--- config.mk ---
export PLATFORM = sky130hd
export DESIGN_NAME = vicr_trap_dec
export DESIGN_NICKNAME = d
export VERILOG_FILES = /design/src/rtl/vicr_pkg.sv /design/src/rtl/vicr_lo_qual.sv /design/src/rtl/vicr_trap_dec.sv
export SDC_FILE = /design/constraint.sdc
export NUM_CORES = 1
export LEC_CHECK = 0
export BUFFER_PORTS_ARGS = -buffer_cell sky130_fd_sc_hd__buf_2
export CORE_ASPECT_RATIO = 0.9
export CORE_MARGIN = 2
export CORE_UTILIZATION = 22
export DETAILED_ROUTE_END_ITERATION = 10
export PLACE_DENSITY_LB_ADDON = 0.15
export SLEW_MARGIN = 30
export SYNTH_ARGS = -nofsm -noshare
export SYNTH_HDL_FRONTEND = slang
export SYNTH_SLANG_ARGS = --single-unit
--- constraint.sdc ---
create_clock -name vclk -period 1.75
set_clock_uncertainty 0.15 [all_clocks]
set_input_delay 0.2625 -clock vclk [all_inputs]
set_output_delay 0.2625 -clock vclk [all_outputs]
set_load 0.02 [all_outputs]
--- src/rtl/vicr_pkg.sv ---
package vicr_pkg;
  localparam int OFF_W = 10;
  localparam int DAT_W = 32;

  localparam logic [OFF_W-1:0] OFF_CMD_LO   = 10'h300;
  localparam logic [OFF_W-1:0] OFF_CMD_HI   = 10'h310;
  localparam logic [OFF_W-1:0] OFF_SELF_REG = 10'h3F0;

  localparam logic [DAT_W-1:0] CMD_LO_RSVD  = 32'hFFF3_B700;
  localparam logic [1:0]       SHORT_SELF   = 2'b01;

  localparam logic [11:0] IDX_PRIO = 12'h808;
  localparam logic [11:0] IDX_EOI  = 12'h80B;
  localparam logic [11:0] IDX_SELF = 12'h83F;

  localparam int N_STB = 9;

  typedef struct packed {
    logic             sipi;
    logic             tpr_wr;
    logic             tpr_upd;
    logic             eoi_upd;
    logic             icrhi_wr;
    logic             sipireg_wr;
    logic             gp;
    logic             exit_req;
    logic             nclaim;
    logic [OFF_W-1:0] exit_off;
    logic [DAT_W-1:0] data;
  } act_t;

  localparam act_t ACT_NONE = '0;
endpackage

--- src/rtl/vicr_lo_qual.sv ---
module vicr_lo_qual
  import vicr_pkg::*;
#(
  parameter int VEC_MIN = 16
) (
  input  logic             dlv_en,
  input  logic [DAT_W-1:0] cmd_lo,
  output logic             self_ok
);
  logic rsvd_clear;
  logic short_self;
  logic vec_ok;

  always_comb begin
    rsvd_clear = ((cmd_lo & CMD_LO_RSVD) == '0);
    short_self = (cmd_lo[19:18] == SHORT_SELF);
    vec_ok     = ({24'h0, cmd_lo[7:0]} >= VEC_MIN);
    self_ok    = dlv_en && rsvd_clear && short_self && vec_ok;
  end
endmodule

--- src/rtl/vicr_trap_dec.sv ---
module vicr_trap_dec
  import vicr_pkg::*;
#(
  parameter int VEC_MIN = 16
) (
  input  logic             pend_tpr,
  input  logic             pend_eoi,
  input  logic [OFF_W-1:0] off,
  input  logic [DAT_W-1:0] cmd_lo,
  input  logic [DAT_W-1:0] cmd_hi,
  input  logic             dlv_en,
  output act_t             act
);
  logic self_ok;

  vicr_lo_qual #(.VEC_MIN(VEC_MIN)) u_qual (
    .dlv_en  (dlv_en),
    .cmd_lo  (cmd_lo),
    .self_ok (self_ok)
  );

  always_comb begin
    act = ACT_NONE;
    if (pend_tpr) begin
      act.tpr_upd = 1'b1;
    end else if (pend_eoi) begin
      act.eoi_upd = 1'b1;
    end else if (off[OFF_W-1:2] == OFF_CMD_HI[OFF_W-1:2]) begin
      act.icrhi_wr = 1'b1;
      act.data     = {cmd_hi[31:24], 24'h0};
    end else if (off == OFF_CMD_LO) begin
      if (self_ok) begin
        act.sipi = 1'b1;
        act.data = {24'h0, cmd_lo[7:0]};
      end else begin
        act.exit_req = 1'b1;
        act.exit_off = OFF_CMD_LO;
      end
    end else begin
      act.exit_req = 1'b1;
      act.exit_off = off;
    end
  end
endmodule

# After elaboration in Yosys (flattened, before gate mapping)
# Index checks and enable logic that the tools add are counted.
word_totals:
  register_bits: 0
  elab_cells: 31
op_classes:
  magnitude_cmp: 1
  eq_ne: 3
  n_mux: 23
  n_reduce_logical: 4
op_table:
  columns: ["cell", "n"]
  rows:
  - ["$mux 42", 2]
  - ["$mux 32", 2]
  - ["$logic_not 32->1", 1]
  - ["$mux 10", 3]
  - ["$mux 1", 14]
  - ["$eq 10x10->1 const B", 1]
  - ["$eq 8x8->1 const B", 1]
  - ["$ge 8x5->1 const B", 1]
  - ["$mux 8", 1]
  - ["$logic_and 1x1->1", 3]
  - ["$eq 2x1->1 const B", 1]
  - ["$mux 2", 1]

# Longest topological paths before layout
# Gate-level depths: netlist of run 1.
depth:
  ltp_word: 9
  ltp_mapped: 5
  depth_no_buf: 4

# Modules after synthesis
# A second synthesis of run 1 with hierarchy kept.
hier_totals:
  hier_cells: 76
  area_unflattened_um2: 538.0
modules_own_cells:
  columns: ["mod", "instances", "cells_per_inst", "area_each_um2"]
  rows:
  - ["vicr_trap_dec", 1, 65, 471.7]
  - ["vicr_lo_qual", 1, 11, 66.3]

# Worst setup path before layout of run 1
# OpenSTA, ideal clock, no wires.
synth_timing:
  path_kind: "input-to-output"
  startpoint: "input port cmd_lo[7]"
  endpoint: "output port act[40] (netlist name)"
  t_arrival_ns: 1.381
  setup_slack_ns: -0.043
  cell_stages: 5
  path_cell_list: "or4_1 nand4_1 nor4_2 buf_4 nor2_1"
synth_lines:
  columns: ["element", "line_no", "text"]
  rows:
  - ["start: declaration", "vicr_trap_dec.sv:9", "input logic [DAT_W-1:0] cmd_lo,"]
  - ["end: declaration", "vicr_trap_dec.sv:12", "output act_t act"]

==> results.tsv, run 1 <==
stage	metric	value	unit
status	status	complete, but fails checks	
status	failing checks	setup timing	
sta	fmax	507.2	MHz
hold_path	Hold EP	act[48]	
final_layout	nets@finish	241	
worst_setup_path	critical path class	input port to output port	
sta	max-slew violation count	0	
logic_synthesis	mean post-synth cell area	6.797	µm²
power	Switch Pwr	0.0001115	W
logic_synthesis	adder-cell share of the synthesized area	0	
grt	initial antenna violation count	0	
final_layout	Cell Count, Final, Fillers Out	189	
power	Max IR drop VDD	118.8	µV
logic_synthesis	Post-Syn Instances	74	
grt	first-pass GRT wire length	2787	µm
final_layout	# clk buffers	0	
place	HPWL Detailed	1618	µm
worst_setup_path	critical-path cell list	buf_6, or4_4, nand4_1, nor4_4, buf_4, and3_2, buf_2	
sta	# setup viols final	23	
logic_synthesis	post-synthesis sequential area ratio	0	
final_layout	Sequential Area	0	µm²
flow_run	maxcap violations	0	
final_layout	share of cells above drive strength 1	0.7778	
floorplanning	die area	0.002685	mm²
floorplanning	Std-Cell Rows	16	
grt	grt ovf	0	
worst_setup_path	CP max FO	6	
hold_path	HP Start	pend_tpr	
hold_path	worst min path class	input port to output port	
logic_synthesis	top post-synthesis cells by area	buf_4 33%, and2_1 21%, and3_1 10%	
detailed_routing	Iter 0 DRT Violations	4	
final_layout	post-layout utilization of the core	0.5752	
detailed_routing	Post-route DRC	0	
place	placed cells	185	
hold_path	worst hold path depth	2	
logic_synthesis	Post-Syn Area	503.0	µm²
final_layout	fillers	217	
worst_setup_path	CP Capture Type	output port	
power	Design Power	0.0002058	W
logic_synthesis	post-synthesis mux area share	0	
detailed_routing	Via density	4.164	
sta	worst setup margin	-0.2214	ns
power	Combinational Power Share	1.000	
floorplanning	Core Region	0.002162	mm²
sta	RSZ-0062 raised after global routing	true	
logic_synthesis	top-area cell type share of the netlist area	0.3284	
power	Power Dens Cells	165.4	mW/mm²
floorplanning	Die H	49.36	µm
logic_synthesis	post-synthesis compound-gate area fraction	0.01741	
grt	largest net degree at the start of global routing	15	
power	Clk network pwr share	0	
sta	min Tclk post-route	1.971	ns
logic_synthesis	count leader, synth	buf_4	
logic_synthesis	most common library cells after synthesis	22 x buf_4, 17 x and2_1, 8 x and3_1	
logic_synthesis	Ys Warns	0	
sta	Tcrit/Tclk final	1.127	
power	Sw Share	0.5417	
final_layout	seq_cells	0	
grt	vias in the first global route	669	
detailed_routing	final WL	2154	µm
logic_synthesis	main combinational cell family by area after synthesis	simple AND/OR/NAND/NOR gates	
power	Flop pwr share	0	
detailed_routing	total number of vias	787	
detailed_routing	WL per Instance	11.40	µm
floorplanning	Die X	54.40	µm
sta	Final Hold Vio Count	0	
power	Internal	0.00009431	W
power	Lkg Pwr	0.7027	nW
final_layout	ant diodes	0	
worst_setup_path	critical path startpoint category	input port	
logic_synthesis	Synth area leader	buf_4	
logic_synthesis	Synth cell types	18	
detailed_routing	post-route ant nets	0	
logic_synthesis	XOR/XNOR Fraction of Synth Area	0	
detailed_routing	Pre-antenna DRT Iters	4	
place	RePlAce Congestion	0.6473	
worst_setup_path	CP max stage cell	or4_4	
floorplanning	# IOs	128	
final_layout	Area Overhead vs Synth	147.3	%
worst_setup_path	Worst Path Arrival	1.56	ns
place	count of input and output buffers	82	
grt	Total GRT Usage	0.1326	
worst_setup_path	worst endpoint required time	1.34	ns
floorplanning	Initial Utilization	0.2326	
logic_synthesis	Synth Area in Simple Gates	0.6318	
worst_setup_path	slowest stage delay, CP	0.52	ns
logic make-up (layout without fill, tap and decap cells):
group / Yosys count / count (layout)
AOI/OAI and AO/OA: 1 / 1
buffers and inverters: 24 / 92
other: 1 / 20
and+or+nand+nor: 48 / 49
final cells by class:
type | instances | area [µm²] | share of cell area
timing repair buffer | 92 | 663.1 | 0.5332
multi-input combinational | 70 | 546.8 | 0.4396
tap | 27 | 33.78 | 0.02716
how the worst max path moves through the flow:
stage / depth (start not counted) / start / endpoint
4_1_cts: 7 / off[6] / act[6]
6_report: 7 / cmd_lo[7] / act[2]
5_1_grt: 7 / off[4] / act[3]
3_3_place_gp: 7 / off[2] / act[6]
3_5_place_dp: 7 / off[2] / act[6]
2_1_floorplan: 5 / cmd_lo[7] / act[40]
routing by layer:
layer  routed length (µm)  global-route usage  part of all wire  up-vias
met5                    0                   0                 0        -
met4                   24                   0             0.011        0
met1                  723              0.1447              0.34      344
met2                 1213              0.2731              0.56       50
li1                     -                   -                 -      391
met3                  193             0.01227             0.090        2
per-stage QoR:
| step | setup TNS [ns] | area [µm²] | setup WS [ns] | hold slack (ns) |
|---|---|---|---|---|
| floorplan | -0.06300 | 583.1 | -0.03150 | 0.4531 |
| global placement | -4.484 | 907.1 | -0.2778 | 0.6523 |
| detailed placement | -4.535 | 907.1 | -0.2667 | 0.6560 |
| CTS | -2.278 | 994.7 | -0.2151 | 0.6625 |
| global route | -4.125 | 1244 | -0.2921 | 0.6703 |
| finish | -2.783 | 1244 | -0.2214 | 0.6617 |
critical path: cells and delay by family:
kind	cells	cell delay, ns
buffers and inverters	3	0.39
AND/OR/NAND/NOR	4	0.90
power by group through the flow:
stage | Sequential, W | Combinational, W | Clock [W]
4_1_cts | 0 | 0.000179 | 0
2_1_floorplan | 0 | 0.000111 | 0
3_3_place_gp | 0 | 0.000158 | 0
5_1_grt | 0 | 0.000223 | 0
3_5_place_dp | 0 | 0.000160 | 0
6_report | 0 | 0.000206 | 0
timing repair:
action	CTS	global route
hold endpoints to repair	0	0
hold buffers	0	0
gates cloned	0	2
pin swaps	4	4
setup endpoints to repair	24	23
gates resized for setup	22	60
buffers inserted	1	1
cell usage in the layout (no fill, tap or decap), drive strengths merged:
cell type / netlist / routed
buf: 22 / 92
conb: 1 / 20
and2: 17 / 17
and3: 8 / 8
nor4: 5 / 5
nand2: 5 / 5
nor2: 4 / 4
and4: 1 / 2
nor4b: 2 / 2
and4bb: 1 / 1
nor3: 1 / 1
or4: 1 / 1
nand4: 1 / 1
a311oi: 1 / 1
nor2b: 1 / 1
and2b: 1 / 1
Note: power is estimated with default switching activity, not from simulation.
==> run 2: changes to the inputs <==
--- a/config.mk
+++ b/config.mk
@@ -5,7 +5,7 @@
 export SDC_FILE = /design/constraint.sdc
 export NUM_CORES = 1
 export LEC_CHECK = 0
-export BUFFER_PORTS_ARGS = -buffer_cell sky130_fd_sc_hd__buf_2
+export BUFFER_PORTS_ARGS = -buffer_cell sky130_fd_sc_hd__buf_4
 export CORE_ASPECT_RATIO = 0.9
 export CORE_MARGIN = 2
 export CORE_UTILIZATION = 22
==> run 2 against run 1 <==
Against the previous run: the flow still finishes with violations (setup timing); power up 18%; utilization up 8.6 points; sequential share of layout area unchanged; flip-flop and latch count unchanged; hold slack worse by 0.045 ns; design area up 15%; worst setup slack better by 0.0025 ns; clock-buffer cell count unchanged; routed wire length up 8.4%; global-route usage up 1.5 points; non-clock buffer count unchanged; fmax up 0.13%; highest routed layer unchanged.
==> results.tsv, run 2 (synthesized netlist as in run 1, its figures left out) <==
stage	metric	value	unit	change
grt	Total GRT Usage	0.1471		was 0.1326
detailed_routing	Via density	4.280		was 4.164
detailed_routing	Pre-antenna DRT Iters	1		was 4
final_layout	fillers	192		was 217
detailed_routing	post-route ant nets	0		unchanged
sta	min Tclk post-route	1.969	ns	was 1.971 ns
power	Switch Pwr	0.0001165	W	was 0.0001115 W
sta	Tcrit/Tclk final	1.125		was 1.127
final_layout	seq_cells	0		unchanged
place	RePlAce Congestion	0.6420		was 0.6473
hold_path	worst hold path depth	2		unchanged
hold_path	worst min path class	input port to output port		unchanged
sta	worst setup margin	-0.2189	ns	was -0.2214 ns
final_layout	ant diodes	0		unchanged
grt	M1 GR Usage	0.1722		was 0.1447
status	status	complete, but fails checks		unchanged
place	HPWL Detailed	1701	µm	was 1618 µm
worst_setup_path	critical path startpoint category	input port		unchanged
grt	met3 usage	0.006135		was 0.01227
worst_setup_path	CP max FO	6		unchanged
power	Clk network pwr share	0		about the same
power	Design Power	0.0002435	W	was 0.0002058 W
grt	grt ovf	0		unchanged
floorplanning	Die H	49.36	µm	unchanged
floorplanning	Core Region	0.002162	mm²	unchanged
final_layout	share of cells above drive strength 1	0.7963		was 0.7778
sta	Final Hold Vio Count	0		unchanged
power	Internal	0.0001270	W	was 0.00009431 W
power	Max IR drop VDD	115.2	µV	was 118.8 µV
final_layout	most frequent cells in the layout	59 x buf_4, 33 x buf_6, 20 x conb_1		was 53 x buf_2, 28 x buf_6, 20 x conb_1
final_layout	Area Overhead vs Synth	184.3	%	was 147.3%
sta	# setup viols final	23		unchanged
detailed_routing	Post-route DRC	0		unchanged
final_layout	nets@finish	241		unchanged
worst_setup_path	Worst Path Arrival	1.56	ns	about the same
worst_setup_path	CP Capture Type	output port		unchanged
sta	fmax	507.9	MHz	was 507.2 MHz
floorplanning	Die X	54.40	µm	unchanged
sta	final hold slack	0.6170	ns	was 0.6617 ns
sta	setup TNS	-2.827	ns	was -2.783 ns
detailed_routing	Iter 0 DRT Violations	0		was 4
power	Sw Share	0.4785		was 0.5417
place	count of input and output buffers	82		unchanged
status	failing checks	setup timing		unchanged
grt	largest net degree at the start of global routing	15		unchanged
grt	initial antenna violation count	0		unchanged
floorplanning	die area	0.002685	mm²	unchanged
flow_run	maxcap violations	0		unchanged
power	Combinational Power Share	1.000		about the same
grt	busiest layer in global routing	met2		unchanged
detailed_routing	final WL	2336	µm	was 2154 µm
floorplanning	# IOs	128		unchanged
power	Lkg Pwr	0.7446	nW	was 0.7027 nW
final_layout	# clk buffers	0		unchanged
final_layout	commonest non-fill, non-tap cell in the layout	buf_4		was buf_2
final_layout	Sequential Area	0	µm²	unchanged
place	Cell Area, Placed	0.001112	mm²	was 907.1 µm²
floorplanning	Initial Utilization	0.2326		unchanged
grt	M2 GR Usage	0.2952		was 0.2731
worst_setup_path	worst endpoint required time	1.34	ns	about the same
final_layout	cell area after layout	0.001430	mm²	was 0.001244 mm²
power	Power Dens Cells	170.3	mW/mm²	was 165.4 mW/mm²
sta	max-slew violation count	0		unchanged
grt	vias in the first global route	742		was 669
sta	RSZ-0062 raised after global routing	true		unchanged
clock_tree	hold_buf cts	0		unchanged
detailed_routing	total number of vias	809		was 787
power	Flop pwr share	0		about the same
grt	first-pass GRT wire length	3125	µm	was 2787 µm
worst_setup_path	critical path class	input port to output port		unchanged
detailed_routing	WL per Instance	12.36	µm	was 11.40 µm
floorplanning	Std-Cell Rows	16		unchanged
==> run 2: cell counts in the layout (fill, tap and decap cells not counted) <==
No cell type changed its count.
==> run 2: worst paths after layout <==
| check | start | endpoint | slack [ns] |
|---|---|---|---|
| worst max-delay path | cmd_lo[5] | act[1] | -0.22 |
| worst min-delay path | pend_tpr | act[48] | 0.62 |
==> run 2: area by class of cell <==
type	instances	area [µm²]	share of cell area
repair buffers	92	814.5	0.5696
multi-input cells	70	581.8	0.4068
well taps	27	33.78	0.02362
==> run 2: power by group through the flow <==
| stage | sequential, W | clock, W | combinational (W) |
|---|---|---|---|
| after global placement | 0 | 0 | 0.000197 |
| after global routing | 0 | 0 | 0.000260 |
| final | 0 | 0 | 0.000243 |
| after detailed placement | 0 | 0 | 0.000199 |
| after CTS | 0 | 0 | 0.000210 |
| after floorplan | 0 | 0 | 0.000111 |
==> run 2: layer usage <==
layer | share of wire | vias up
met5 | 0 | -
met4 | 0.0094 | 0
met3 | 0.064 | 2
met2 | 0.59 | 50
met1 | 0.33 | 366
li1 | - | 391
==> run 2: what timing repair did <==
item / in CTS / in global routing
endpoints found under the setup margin: 24 / 23
cloned: 0 / 2
pin swaps: 1 / 13
buffers inserted: 0 / 3
gates resized for setup: 23 / 51
==> run 2: worst max-delay path, cell delays in order <==
cell and delay, ns:
buf_6 0.09, or4_4 0.52, nand4_1 0.16, nor4_4 0.05, buf_4 0.15, and3_2 0.20, buf_6 0.13
==> run 2: per-stage QoR <==
step | setup slack (ns) | utilization | instances
detailed placement | -0.2853 | 0.5145 | 185
floorplan | -0.03150 | - | 93
global route | -0.3075 | 0.6615 | 189
CTS | -0.2258 | 0.5521 | 185
finish | -0.2189 | 0.6615 | 189
global placement | -0.2889 | 0.5145 | 185
==> run 3: changes to the inputs <==
--- a/config.mk
+++ b/config.mk
@@ -8,9 +8,10 @@
 export BUFFER_PORTS_ARGS = -buffer_cell sky130_fd_sc_hd__buf_4
 export CORE_ASPECT_RATIO = 0.9
 export CORE_MARGIN = 2
-export CORE_UTILIZATION = 22
+export CORE_UTILIZATION = 20
 export DETAILED_ROUTE_END_ITERATION = 10
 export PLACE_DENSITY_LB_ADDON = 0.15
+export REMOVE_ABC_BUFFERS = 1
 export SLEW_MARGIN = 30
 export SYNTH_ARGS = -nofsm -noshare
 export SYNTH_HDL_FRONTEND = slang
==> constraint.sdc (replaced) <==
create_clock -name vclk -period 1.7
set_clock_uncertainty 0.15 [all_clocks]
set_input_delay 0.255 -clock vclk [all_inputs]
set_output_delay 0.255 -clock vclk [all_outputs]
set_load 0.02 [all_outputs]
==> run 3 against run 2 <==
Against the previous run: the flow still finishes with violations (setup timing); highest routed layer is now met3; critical path type unchanged; sequential share of layout area unchanged; worst setup slack got worse by 0.058 ns; combinational power decreased by 6%; hold slack got worse by 0.027 ns; cell count decreased by 0.53%.
==> results.tsv, run 3 (synthesized netlist as in run 1, its figures left out) <==
stage	metric	value	unit	change
hold_path	worst min path class	input port to output port		unchanged
grt	M1 GR Usage	0.1579		was 0.1722
floorplanning	Std-Cell Rows	17		was 16
floorplanning	# IOs	128		unchanged
final_layout	Sequential Area	0	µm²	unchanged
detailed_routing	final WL	2203	µm	was 2336 µm
place	pre-CTS WS	-0.2879	ns	was -0.2853 ns
worst_setup_path	slowest stage delay, CP	0.33	ns	was 0.52 ns
detailed_routing	Post-route DRC	0		unchanged
final_layout	commonest non-fill, non-tap cell in the layout	buf_4		unchanged
hold_path	HP Start	pend_tpr		unchanged
clock_tree	hold_buf cts	0		unchanged
grt	first-pass GRT wire length	3215	µm	was 3125 µm
floorplanning	Core Region	0.002425	mm²	was 0.002162 mm²
sta	worst setup margin	-0.2767	ns	was -0.2189 ns
power	Power Dens Cells	177.3	mW/mm²	was 170.3 mW/mm²
status	status	complete, but fails checks		unchanged
worst_setup_path	CP Capture Type	output port		unchanged
worst_setup_path	critical path startpoint category	input port		unchanged
worst_setup_path	critical-path cell list	buf_6, and4bb_2, nand2_2, nor4_4, buf_4, and2b_1, buf_6		was buf_6, or4_4, nand4_1, nor4_4, buf_4, and3_2, buf_6
final_layout	nets@finish	239		was 241
floorplanning	Die X	56.86	µm	was 54.40 µm
place	count of input and output buffers	82		unchanged
hold_path	Hold EP	act[48]		unchanged
grt	busiest layer in global routing	met2		unchanged
detailed_routing	total number of vias	785		was 809
grt	met3 usage	0.02488		was 0.006135
final_layout	ant diodes	0		unchanged
final_layout	post-layout utilization of the core	0.5330		was 0.6615
grt	initial antenna violation count	0		unchanged
grt	largest net degree at the start of global routing	15		unchanged
sta	min Tclk post-route	1.977	ns	
final_layout	Area Overhead vs Synth	157.0	%	was 184.3%
worst_setup_path	CP max FO	6		unchanged
floorplanning	Die H	51.58	µm	was 49.36 µm
sta	final hold slack	0.5903	ns	was 0.6170 ns
hold_path	worst hold path depth	2		unchanged
worst_setup_path	Worst Path Arrival	1.57	ns	was 1.56 ns
floorplanning	die area	0.002933	mm²	was 0.002685 mm²
final_layout	# clk buffers	0		unchanged
sta	RSZ-0062 raised after global routing	true		unchanged
power	Design Power	0.0002292	W	was 0.0002435 W
sta	Final Hold Vio Count	0		unchanged
grt	grt ovf	0		unchanged
detailed_routing	Pre-antenna DRT Iters	4		was 1
final_layout	share of cells above drive strength 1	0.6875		was 0.7963
flow_run	maxcap violations	0		unchanged
detailed_routing	Via density	4.176		was 4.280
worst_setup_path	worst endpoint required time	1.29	ns	was 1.34 ns
grt	vias in the first global route	725		was 742
worst_setup_path	CP max stage cell	nor4_4		was or4_4
sta	max-slew violation count	0		unchanged
sta	Tcrit/Tclk final	1.163		
power	Lkg Pwr	0.7005	nW	was 0.7446 nW
place	Cell Area, Placed	0.001097	mm²	was 0.001112 mm²
sta	# setup viols final	23		unchanged
status	failing checks	setup timing		unchanged
worst_setup_path	critical path class	input port to output port		unchanged
final_layout	cell area after layout	0.001292	mm²	was 0.001430 mm²
sta	fmax	505.9	MHz	
grt	Total GRT Usage	0.1323		was 0.1471
detailed_routing	Iter 0 DRT Violations	9		was 0
detailed_routing	WL per Instance	11.72	µm	was 12.36 µm
place	RePlAce Congestion	0.6954		was 0.6420
grt	M2 GR Usage	0.2578		was 0.2952
worst_setup_path	Most Frequent Cell on Critical Path	buf_6		unchanged
detailed_routing	post-route ant nets	0		unchanged
floorplanning	Initial Utilization	0.2074		was 0.2326
power	Max IR drop VDD	120.5	µV	was 115.2 µV
final_layout	most frequent cells in the layout	72 x buf_4, 20 x conb_1, 19 x buf_6		was 59 x buf_4, 33 x buf_6, 20 x conb_1
final_layout	seq_cells	0		unchanged
## run 3: cell types whose count changed in the layout (fill, tap and decap cells not counted), moves of 2 or more
cell	previous run	this run
and3_1	0	5
and4_4	2	0
and3_2	3	0
and3_4	5	3
buf_4	59	72
buf_6	33	19
and2_1	5	16
and2_4	12	1
## run 3: power by group
part           internal (W)  total (W)  switching, W
Sequential                0          0             0
Clock                     0          0             0
Combinational      0.000120   0.000229      0.000109
## run 3: layout make-up
type | instances | area [µm²]
Fill cell | 235 | 1132
Tap cell | 28 | 35.03
Multi-Input combinational cell | 69 | 503.0
Timing Repair Buffer | 91 | 754.5
## run 3: worst max-delay path, delay by kind of cell
kind	cells	cell delay, ns
AND/OR/NAND/NOR	4	0.91
buffers and inverters	3	0.41
## run 3: timing repair
item	CTS	global route
pin swaps	11	2
gates resized for setup	34	7
cloned	1	0
setup endpoints to repair	23	23
setup buffers	0	2
## run 3: worst max-delay path by stage
| stage | startpoint | to | slack, ns | cells past startpoint |
|---|---|---|---|---|
| 2_1_floorplan | cmd_lo[12] | act[0] | -0.21 | 4 |
| 3_3_place_gp | cmd_lo[7] | act[0] | -0.28 | 7 |
| 3_5_place_dp | cmd_lo[28] | act[43] | -0.29 | 7 |
| 4_1_cts | cmd_lo[5] | act[43] | -0.27 | 7 |
| 5_1_grt | off[6] | act[43] | -0.35 | 7 |
| 6_report | off[6] | act[43] | -0.28 | 7 |
## run 3: stage by stage
stage | TNS, ns | instances
global placement | -3.984 | 185
floorplan | -2.533 | 69
finish | -3.105 | 188
CTS | -3.170 | 186
detailed placement | -3.984 | 185
global route | -4.515 | 188
## run 3: routing by layer
metal  wire [µm]  vias to the layer above
li1            -                      384
met3         256                        0
met4           0                        0
met1         713                      344
met5           0                        -
met2        1233                       57
